--- src/rtl/ptw_pkg.sv ---
package ptw_pkg;
  localparam int AW          = 32;
  localparam int L1_IDX_W    = 12;
  localparam int TTB_KEEP_W  = AW - L1_IDX_W - 2;
  localparam int SEC_OFS_W   = AW - L1_IDX_W;
  localparam int LARGE_OFS_W = 16;
  localparam int SMALL_OFS_W = 12;
  localparam int TINY_OFS_W  = 10;
  localparam int AP_W        = 8;
  localparam int DOM_W       = 4;
  localparam int FS_W        = 4;
  localparam int DOM_LSB     = 5;
  localparam int SEC_AP_LSB  = 10;
  localparam int PG_AP_LSB   = 4;

  typedef enum logic [1:0] {
    L1_FAULT = 2'b00, L1_COARSE = 2'b01, L1_SECTION = 2'b10, L1_FINE = 2'b11
  } l1_kind_e;

  typedef enum logic [1:0] {
    L2_FAULT = 2'b00, L2_LARGE = 2'b01, L2_SMALL = 2'b10, L2_TINY = 2'b11
  } l2_kind_e;

  typedef enum logic [2:0] {
    PG_NONE = 3'd0, PG_SECTION = 3'd1, PG_LARGE = 3'd2, PG_SMALL = 3'd3, PG_TINY = 3'd4
  } pg_size_e;

  localparam logic [FS_W-1:0] FS_SECTION_XLATE = 4'b0101;
  localparam logic [FS_W-1:0] FS_PAGE_XLATE    = 4'b0111;

  typedef struct packed {
    logic [AW-1:0]    pa;
    pg_size_e         size;
    logic [AP_W-1:0]  ap;
    logic [DOM_W-1:0] dom;
    logic             fault;
    logic [FS_W-1:0]  status;
  } walk_res_t;

  // upper bits from base, low ofs_w bits from offset
  function automatic logic [AW-1:0] splice(input logic [AW-1:0] base,
                                           input logic [AW-1:0] ofs,
                                           input int ofs_w);
    logic [AW-1:0] m;
    m = {AW{1'b1}} << ofs_w;
    return (base & m) | (ofs & ~m);
  endfunction
endpackage

--- src/rtl/ptw_l1_dec.sv ---
module ptw_l1_dec
  import ptw_pkg::*;
(
  input  logic [AW-1:0] desc_i,
  input  logic [AW-1:0] va_i,
  output logic          need_l2_o,
  output logic [AW-1:0] l2_addr_o,
  output walk_res_t     res_o
);
  l1_kind_e kind;
  assign kind = l1_kind_e'(desc_i[1:0]);

  always_comb begin
    need_l2_o = 1'b0;
    l2_addr_o = '0;
    res_o     = '0;
    unique case (kind)
      L1_SECTION: begin
        res_o.pa   = splice(desc_i, va_i, SEC_OFS_W);
        res_o.size = PG_SECTION;
        res_o.ap   = AP_W'(desc_i[SEC_AP_LSB +: 2]);
        res_o.dom  = desc_i[DOM_LSB +: DOM_W];
      end
      L1_COARSE: begin
        need_l2_o = 1'b1;
        l2_addr_o = {desc_i[AW-1:TINY_OFS_W], va_i[SEC_OFS_W-1:SMALL_OFS_W], 2'b00};
      end
      L1_FINE: begin
        need_l2_o = 1'b1;
        l2_addr_o = {desc_i[AW-1:SMALL_OFS_W], va_i[SEC_OFS_W-1:TINY_OFS_W], 2'b00};
      end
      default: begin
        res_o.size   = PG_NONE;
        res_o.fault  = 1'b1;
        res_o.status = FS_SECTION_XLATE;
      end
    endcase
  end
endmodule

--- src/rtl/ptw_l2_dec.sv ---
module ptw_l2_dec
  import ptw_pkg::*;
(
  input  logic [AW-1:0]    desc_i,
  input  logic [AW-1:0]    va_i,
  input  logic [DOM_W-1:0] dom_i,
  output walk_res_t        res_o
);
  l2_kind_e kind;
  assign kind = l2_kind_e'(desc_i[1:0]);

  always_comb begin
    res_o     = '0;
    res_o.dom = dom_i;
    unique case (kind)
      L2_LARGE: begin
        res_o.pa   = splice(desc_i, va_i, LARGE_OFS_W);
        res_o.size = PG_LARGE;
        res_o.ap   = desc_i[PG_AP_LSB +: AP_W];
      end
      L2_SMALL: begin
        res_o.pa   = splice(desc_i, va_i, SMALL_OFS_W);
        res_o.size = PG_SMALL;
        res_o.ap   = desc_i[PG_AP_LSB +: AP_W];
      end
      L2_TINY: begin
        res_o.pa   = splice(desc_i, va_i, TINY_OFS_W);
        res_o.size = PG_TINY;
        res_o.ap   = AP_W'(desc_i[PG_AP_LSB +: 2]);
      end
      default: begin
        res_o.size   = PG_NONE;
        res_o.fault  = 1'b1;
        res_o.status = FS_PAGE_XLATE;
      end
    endcase
  end
endmodule

--- src/rtl/ptw_seq.sv ---
module ptw_seq (
  input  logic clk_i,
  input  logic rst_ni,
  input  logic req_valid_i,
  input  logic mem_ready_i,
  input  logic need_l2_i,
  output logic idle_o,
  output logic accept_o,
  output logic fetch_o,
  output logic in_l2_o,
  output logic l1_take_o,
  output logic finish_l1_o,
  output logic finish_l2_o
);
  typedef enum logic [1:0] {S_IDLE, S_L1, S_L2} st_e;
  st_e st_q, st_d;

  always_comb begin
    st_d        = st_q;
    accept_o    = 1'b0;
    l1_take_o   = 1'b0;
    finish_l1_o = 1'b0;
    finish_l2_o = 1'b0;
    unique case (st_q)
      S_IDLE: if (req_valid_i) begin
        accept_o = 1'b1;
        st_d     = S_L1;
      end
      S_L1: if (mem_ready_i) begin
        if (need_l2_i) begin
          l1_take_o = 1'b1;
          st_d      = S_L2;
        end else begin
          finish_l1_o = 1'b1;
          st_d        = S_IDLE;
        end
      end
      S_L2: if (mem_ready_i) begin
        finish_l2_o = 1'b1;
        st_d        = S_IDLE;
      end
      default: st_d = S_IDLE;
    endcase
  end

  always_ff @(posedge clk_i or negedge rst_ni) begin
    if (!rst_ni) st_q <= S_IDLE;
    else         st_q <= st_d;
  end

  assign idle_o  = (st_q == S_IDLE);
  assign fetch_o = (st_q != S_IDLE);
  assign in_l2_o = (st_q == S_L2);
endmodule

--- src/rtl/ptw_walker.sv ---
module ptw_walker
  import ptw_pkg::*;
(
  input  logic          clk_i,
  input  logic          rst_ni,
  input  logic [31:0]   ttb_i,
  input  logic          req_valid_i,
  input  logic [31:0]   req_vaddr_i,
  output logic          req_ready_o,
  output logic          mem_req_o,
  output logic [31:0]   mem_addr_o,
  input  logic [31:0]   mem_rdata_i,
  input  logic          mem_ready_i,
  output logic          done_o,
  output logic [31:0]   pa_o,
  output logic [2:0]    page_size_o,
  output logic [7:0]    ap_o,
  output logic [3:0]    domain_o,
  output logic          fault_o,
  output logic [3:0]    fault_status_o,
  output logic [31:0]   fault_addr_o
);
  logic accept, in_l2, l1_take, fin_l1, fin_l2, need_l2;
  logic [AW-1:0]         l2_addr_d;
  walk_res_t             l1_res, l2_res;

  logic [AW-1:0]         va_q;
  logic [TTB_KEEP_W-1:0] ttb_q;
  logic [AW-1:0]         l2_addr_q;
  logic [DOM_W-1:0]      dom_q;
  walk_res_t             res_q;
  logic                  done_q;
  logic [AW-1:0]         fault_addr_q;

  ptw_seq u_seq (
    .clk_i       (clk_i),
    .rst_ni      (rst_ni),
    .req_valid_i (req_valid_i),
    .mem_ready_i (mem_ready_i),
    .need_l2_i   (need_l2),
    .idle_o      (req_ready_o),
    .accept_o    (accept),
    .fetch_o     (mem_req_o),
    .in_l2_o     (in_l2),
    .l1_take_o   (l1_take),
    .finish_l1_o (fin_l1),
    .finish_l2_o (fin_l2)
  );

  ptw_l1_dec u_l1 (
    .desc_i    (mem_rdata_i),
    .va_i      (va_q),
    .need_l2_o (need_l2),
    .l2_addr_o (l2_addr_d),
    .res_o     (l1_res)
  );

  ptw_l2_dec u_l2 (
    .desc_i (mem_rdata_i),
    .va_i   (va_q),
    .dom_i  (dom_q),
    .res_o  (l2_res)
  );

  always_ff @(posedge clk_i or negedge rst_ni) begin
    if (!rst_ni) begin
      va_q         <= '0;
      ttb_q        <= '0;
      l2_addr_q    <= '0;
      dom_q        <= '0;
      res_q        <= '0;
      done_q       <= 1'b0;
      fault_addr_q <= '0;
    end else begin
      done_q <= fin_l1 | fin_l2;
      if (accept) begin
        va_q  <= req_vaddr_i;
        ttb_q <= ttb_i[AW-1 -: TTB_KEEP_W];
      end
      if (l1_take) begin
        l2_addr_q <= l2_addr_d;
        dom_q     <= mem_rdata_i[DOM_LSB +: DOM_W];
      end
      if (fin_l1 || fin_l2) begin
        res_q <= fin_l2 ? l2_res : l1_res;
        if (fin_l2 ? l2_res.fault : l1_res.fault) fault_addr_q <= va_q;
      end
    end
  end

  assign mem_addr_o     = in_l2 ? l2_addr_q
                                : {ttb_q, va_q[AW-1 -: L1_IDX_W], 2'b00};
  assign done_o         = done_q;
  assign pa_o           = res_q.pa;
  assign page_size_o    = res_q.size;
  assign ap_o           = res_q.ap;
  assign domain_o       = res_q.dom;
  assign fault_o        = res_q.fault;
  assign fault_status_o = res_q.status;
  assign fault_addr_o   = fault_addr_q;
endmodule

--- config.mk ---
export PLATFORM = sky130hd
export DESIGN_NAME = ptw_walker
export DESIGN_NICKNAME = d
export VERILOG_FILES = /design/src/rtl/ptw_pkg.sv /design/src/rtl/ptw_l1_dec.sv /design/src/rtl/ptw_l2_dec.sv /design/src/rtl/ptw_seq.sv /design/src/rtl/ptw_walker.sv
export SDC_FILE = /design/constraint.sdc
export NUM_CORES = 1
export LEC_CHECK = 0
export BUFFER_PORTS_ARGS = -buffer_cell sky130_fd_sc_hd__buf_2
export CAP_MARGIN = 20
export CORE_MARGIN = 4
export CORE_UTILIZATION = 53
export CTS_BUF_LIST = sky130_fd_sc_hd__clkbuf_4 sky130_fd_sc_hd__clkbuf_8
export DETAILED_ROUTE_END_ITERATION = 10
export PLACE_DENSITY_LB_ADDON = 0.08
export SLEW_MARGIN = 15
export SYNTH_ARGS = -nofsm -noshare
export SYNTH_HDL_FRONTEND = slang
export SYNTH_SLANG_ARGS = --single-unit
--- constraint.sdc ---
create_clock -name clk_i -period 1.86 [get_ports clk_i]
set_input_delay 0.093 -clock clk_i [delete_from_list [all_inputs] [get_ports clk_i]]
set_output_delay 0.093 -clock clk_i [all_outputs]
set_load 0.01 [all_outputs]
Yosys cells after proc, flatten, opt, wreduce, memory -nomap -nowiden
Index checks and enable logic that the tools add are counted.

Reduce and logical (&&, ||, !) cells: 8. Equality and inequality tests: 8. Multiplexer cells: 28. Bitwise logic cells: 5.

Operators with widths (count): $pmux W32 S3 (1); $mux W32 (2); $pmux W32 S2 (1); $mux W52 (1); $or A32 B10 Y32 (1); $or A32 B12 Y32 (1); $or A32 B16 Y32 (1); $or A32 B20 Y32 (1); $pmux W8 S2 (1); $mux W1 (13); $mux W5 (2); $pmux W3 S3 (1); $mux W2 (4); $eq A2 B2 Y1 const B (3); $mux W6 (1); $ne A2 B2 Y1 const B (3); $pmux W2 S3 (1); $eq A2 B1 Y1 const B (2); $reduce_or A2 Y1 (2); $reduce_and A3 Y1 (1); $reduce_or A3 Y1 (1); $logic_not A2 Y1 (1); $reduce_and A2 Y1 (1); $reduce_bool A2 Y1 (1); other kinds (2) (2).

Word-level logic and storage cells: 62. Register bits: 173.

Longest topological paths before layout
Word-level depth: 8. Gate-level depth with buffers: 10. Gate-level depth less buffers: 7.

Hierarchy
Synthesis repeated with hierarchy kept, for this count alone.

Cells, all modules: 714. Area, all modules: 8534.4 um^2.

Modules (own cells, without submodules): ptw_walker (cells an instance 514, times used 1, area an instance 7143.1 um^2); ptw_l1_dec (cells an instance 104, times used 1, area an instance 694.4 um^2); ptw_l2_dec (cells an instance 81, times used 1, area an instance 566.8 um^2); ptw_seq (cells an instance 15, times used 1, area an instance 130.1 um^2).

Least setup slack after synthesis
Ideal clock, no wire load.

Kind: input to register. Start point: input port mem_rdata_i[0]. End point: register res_q, in the netlist pa_o[21]. Path buffers: 4. Cell stages on the path: 10. Data required time: 1.795 ns. Setup slack: 0.064 ns. Data arrival time: 1.730 ns. Cells stage by stage: clkbuf_1 > inv_1 > ha_1 > nand4bb_1 > buf_2 > nor2_1 > o21a_1 > buf_4 > buf_4 > a22o_1.

Cells in the longest elaborated chain, start to end: 7. Elaborated cells between the ends (all ways): 12.

Ends and longest elaborated chain: start, declared (RTL line ptw_walker.sv:12) `input logic [31:0] mem_rdata_i,`; $eq A2 B1 Y1 or $eq A2 B2 Y1 (tied branches) (RTL line ptw_l1_dec.sv:17, ptw_l2_dec.sv:15); $reduce_or A2 Y1 (no source line); $mux W1 (RTL line ptw_l1_dec.sv:17) `unique case (kind)`; $mux W1 (RTL line ptw_seq.sv:30) `if (need_l2_i) begin`; $mux W1 (RTL line ptw_seq.sv:29) `S_L1: if (mem_ready_i) begin`; $mux W1 (RTL line ptw_seq.sv:24) `unique case (st_q)`; $logic_or A1 B1 Y1 (RTL line ptw_walker.sv:84) `if (fin_l1 || fin_l2) begin`; end signal, assigned (RTL line ptw_walker.sv:85) `res_q <= fin_l2 ? l2_res : l1_res;`; end, declared (RTL line ptw_walker.sv:31) `walk_res_t res_q;`.

Parallel ways exist; a longest one is shown, timed or not. A chain may end at the register's enable or synchronous reset.

Worst setup path after layout
Start point: register u_seq.st_q[0]. End point: output port mem_addr_o[24].

Cells in the longest elaborated chain, start to end: 2.

Ends and longest elaborated chain: start, declared (RTL line ptw_seq.sv:16) `st_e st_q, st_d;`; start signal, assigned (RTL line ptw_seq.sv:48) `else st_q <= st_d;`; $eq A2 B2 Y1 (RTL line ptw_seq.sv:53) `assign in_l2_o = (st_q == S_L2);`; $mux W32 (RTL line ptw_walker.sv:91) `assign mem_addr_o = in_l2 ? l2_addr_q`; end, declared (RTL line ptw_walker.sv:11) `output logic [31:0] mem_addr_o,`.

Every way passes these cells.

==> results by group <==
Timing
  – Worst clock skew on the final layout: about 13 ps
  – Setup tns final: -2360 ps
  – Relative slew slack: 57.7%
  – Finish-stage setup viols: 60
  – Final Hold Fails: 0
  – Maximum clock frequency: just over 0.5 GHz
  – Worst Tran Pin Value: between 600 and 700 ps
  – PnR worst setup slack: -78.4 ps
  – Time the final worst path needs with I/O delays and setup: 1940 ps
  – Number of max-slew violations in the final report: 0
  – Part of the cycle the worst path needs: 104%
  – Unrepaired setup endpoints after global routing: yes

Synthesis
  – Syn Std Cell Area: 7210 um^2
  – Post-synthesis sequential area ratio: 58.3%
  – Share of flip-flops with an asynchronous set or reset after synthesis: 100%
  – Count of synthesis-stage warnings from yosys: 0
  – Most used flip-flop cell after synthesis: sky130_fd_sc_hd__dfrtp_1
  – Post-synth cell types: 39
  – Average footprint of a synthesized cell: 12.4 um^2
  – Flip-flop and latch count after synthesis: 168
  – Number of flops mapped to enable cells by yosys: 0
  – Cell count after synthesis: between 500 and 600

Detailed routing
  – DR vias: 5,881
  – Routed wire length: 21.5 mm
  – Detailed Routing Iterations Pass 1: 7
  – Average detailed-routed wire length per instance: 20.0 um
  – Violation count after the first detailed-route iteration: about 400
  – Avg Vias per Cell: around 5.5
  – Post-detailed-route DRC marker count: 0
  – Number of nets with antenna violations after routing: 0

Floorplan
  – Total number of placement rows: between 40 and 50
  – Floorplan Core Area: 13,300 um^2
  – Boundary pin count: 219
  – Initial Util: between 50% and 60%
  – Die Outline Area: 15,500 um^2
  – Chip Width: roughly 120 um
  – Y dimension of the die: between 100 and 150 um

Pwr
  – Combinational cell fraction of total power: 34.5%
  – Switching fraction of total power: 31.7%
  – Int Power: 0.00870 W
  – Switching power of the nets: roughly 0.0040 W
  – Static leakage: 5.29 nW
  – IR drop worst, VDD: 0.766 mV
  – PwrDens: 1210 nW/um^2
  – Proportion of power drawn by flip-flops and latches: 44.7%
  – Clock share of power: 20.8%

CTS
  – Num CTS Buffers: 17
  – Clock tree from TritonCTS: done
  – H-Tree Level Count: 4
  – Clk Latency, worst-skew pair: between 400 and 500 ps
  – Root buf cell: sky130_fd_sc_hd__clkbuf_8
  – Clock Sink Count: 168
  – CTS Buffer Depth: 2
  – CTS clock-pin slew for the worst setup and hold paths: 80 ps

Global route
  – Initial antenna violation count: 0
  – Aggregate global-route resource usage: 26.4%
  – Largest net degree at the start of global routing: 59
  – Via count of the first global-routing pass: 6,014
  – Global-route wire length before repair: around 33 mm
  – Remaining global-route overflow: 0

Setup path
  – Crit path arrival time: 1850 ps
  – Critical Path Fanout Max: 5
  – Crit start category: flip-flop
  – Data required, critical path: 1770 ps
  – Crit end category: output port
  – Type of the worst setup path: flip-flop to output port

Finish
  – Post-route cell area: 10,500 um^2
  – Multi-input gate area in the final layout: 2930 um^2
  – Most common library cell in the layout ignoring fill and taps: sky130_fd_sc_hd__buf_2
  – Layout overhead on the synthesized area: 45.5%
  – Share of post-route cells with drive strength above 1: 44.8%
  – Final net count: a little under 1,000
  – Storage element area: 4210 um^2
  – Antenna diode instance count: 0
  – Commonest non-fill, non-tap cells in the layout: sky130_fd_sc_hd__buf_2 (168), sky130_fd_sc_hd__dfrtp_1 (166), sky130_fd_sc_hd__nand2_1 (80), sky130_fd_sc_hd__dlygate4sd3_1 (80), sky130_fd_sc_hd__mux2_4 (59)
  – Fillers: 801
  – Final Util: 78.9%

Min path
  – Worst Hold Class: input pin to flip-flop

Placed design
  – Final weighted congestion in routability-driven placement: 0.817
  – Final HPWL DP: 13.1 mm
  – Total cell area at the placement stage: 8540 um^2
  – Count of input and output buffers: 199

Status
  – Outcome: complete, but fails checks
  – Violated checks: negative setup slack

Flow run
  – Number of maximum-capacitance constraint violations: 0
[routing by layer]
| layer | vias to the layer above | routed length, um | global-route usage, % |
|---|---|---|---|
| li1 | 2638 | - | - |
| met5 | - | 0 | 0 |
| met1 | 2958 | 8630 | 33.8 |
| met4 | 0 | 393 | 8.06 |
| met3 | 32 | 1420 | 6.69 |
| met2 | 253 | 11000 | 44.5 |
[power by group through the flow]
stage	logic [W]	clock network, W	registers, W
finish	0.00439	0.00265	0.00569
global route	0.00472	0.00286	0.00582
CTS	0.00426	0.00269	0.00564
detailed placement	0.00359	0	0.00568
global placement	0.00351	0	0.00561
floorplan	0.00189	0	0.00578
[through the flow]
step | std cells | setup slack, ps | total power [W] | hold slack, ps
3_5_place_dp | 945 | 58.6 | 0.00928 | 105
6_report | 1076 | -78.4 | 0.0127 | 38.5
5_1_grt | 1076 | -140 | 0.0134 | 24.9
3_3_place_gp | 945 | 80.2 | 0.00913 | 95.4
2_1_floorplan | 582 | 64.1 | 0.00766 | -203
4_1_cts | 1068 | -163 | 0.0126 | 0.597
[final timing paths]
check	startpoint	endpoint	slack, ps	cells past startpoint
setup / recovery	u_seq.st_q[0]$_DFFE_PN0P_	mem_addr_o[24]	-80	6
hold / removal	mem_rdata_i[1]	page_size_o[0]$_DFFE_PN0P_	40	4
setup reg to reg	u_seq.st_q[0]$_DFFE_PN0P_	va_q[21]$_DFFE_PN0P_	-40	6
hold reg to reg	l2_addr_q[22]$_DFFE_PN0P_	l2_addr_q[22]$_DFFE_PN0P_	480	2
max in group asynchronous	rst_ni	ttb_q[14]$_DFFE_PN0P_	990	3
min in group asynchronous	rst_ni	fault_addr_o[21]$_DFFE_PN0P_	190	2
[logic make-up (layout without fill, tap and decap cells)]
family          count (synthesis)  after routing  share of synthesized area [%]
compound gates                 89             89                           8.52
fa+ha+maj                       6              6                           1.04
buf+inv                        50            368                           3.75
flops                         168            168                           58.3
mux                           113            113                           19.1
other cells                     1              3                         0.0520
simple gates                  153            153                           9.23
[repair_timing]
item | 4_1_cts | 5_1_grt
setup endpoints to repair | 30 | 78
hold endpoints to repair | 152 | 0
pin swaps | 1 | 4
gates resized for setup | 70 | 15
hold buffers | 80 | 0
buffers inserted | 8 | 3
cloned | 4 | 7
[flip-flops by register name (all words and copies together) (netlist names)]
signal          flops
ap_o                8
fault_status_o      2
va_q               32
ttb_q              18
l2_addr_q          30
pa_o               32
domain_o            4
page_size_o         3
done_o              1
dom_q               4
u_seq.st_q          2
fault_addr_o       32
[worst max-delay path: stages (launching register included)]
cell                      delay [ps]
sky130_fd_sc_hd__dfrtp_2         410
sky130_fd_sc_hd__buf_6           120
sky130_fd_sc_hd__nor2b_4         140
sky130_fd_sc_hd__buf_6           150
sky130_fd_sc_hd__buf_16          140
sky130_fd_sc_hd__mux2_4          310
sky130_fd_sc_hd__buf_6           120
[final cells by class]
type / instances / area share, %
timing repair buffer: 331 / 25.8
inverter: 5 / 0.179
multi-input combinational: 364 / 27.9
clock inverter: 11 / 1.16
clock buffer: 21 / 2.75
tap: 176 / 2.10
sequential: 168 / 40.1
[synth_stat cells (all sizes together), types with 2 or more instances]
master  number  area (um^2)
a22o        26          228
nor4b        2         23.8
dfrtp      168         4200
nor2        36          135
a31oi        4         25.0
nand2       81          307
inv          5         18.8
nor2b        2         12.5
buf         28          188
and2         2         12.5
clkbuf      17         63.8
mux2       112         1370
and3         4         25.0
a21oi       21          105
o21ai       23          126
nand3       19         95.1
a221oi      12          105
ha           6         75.1
(Power assumes the default switching activity.)
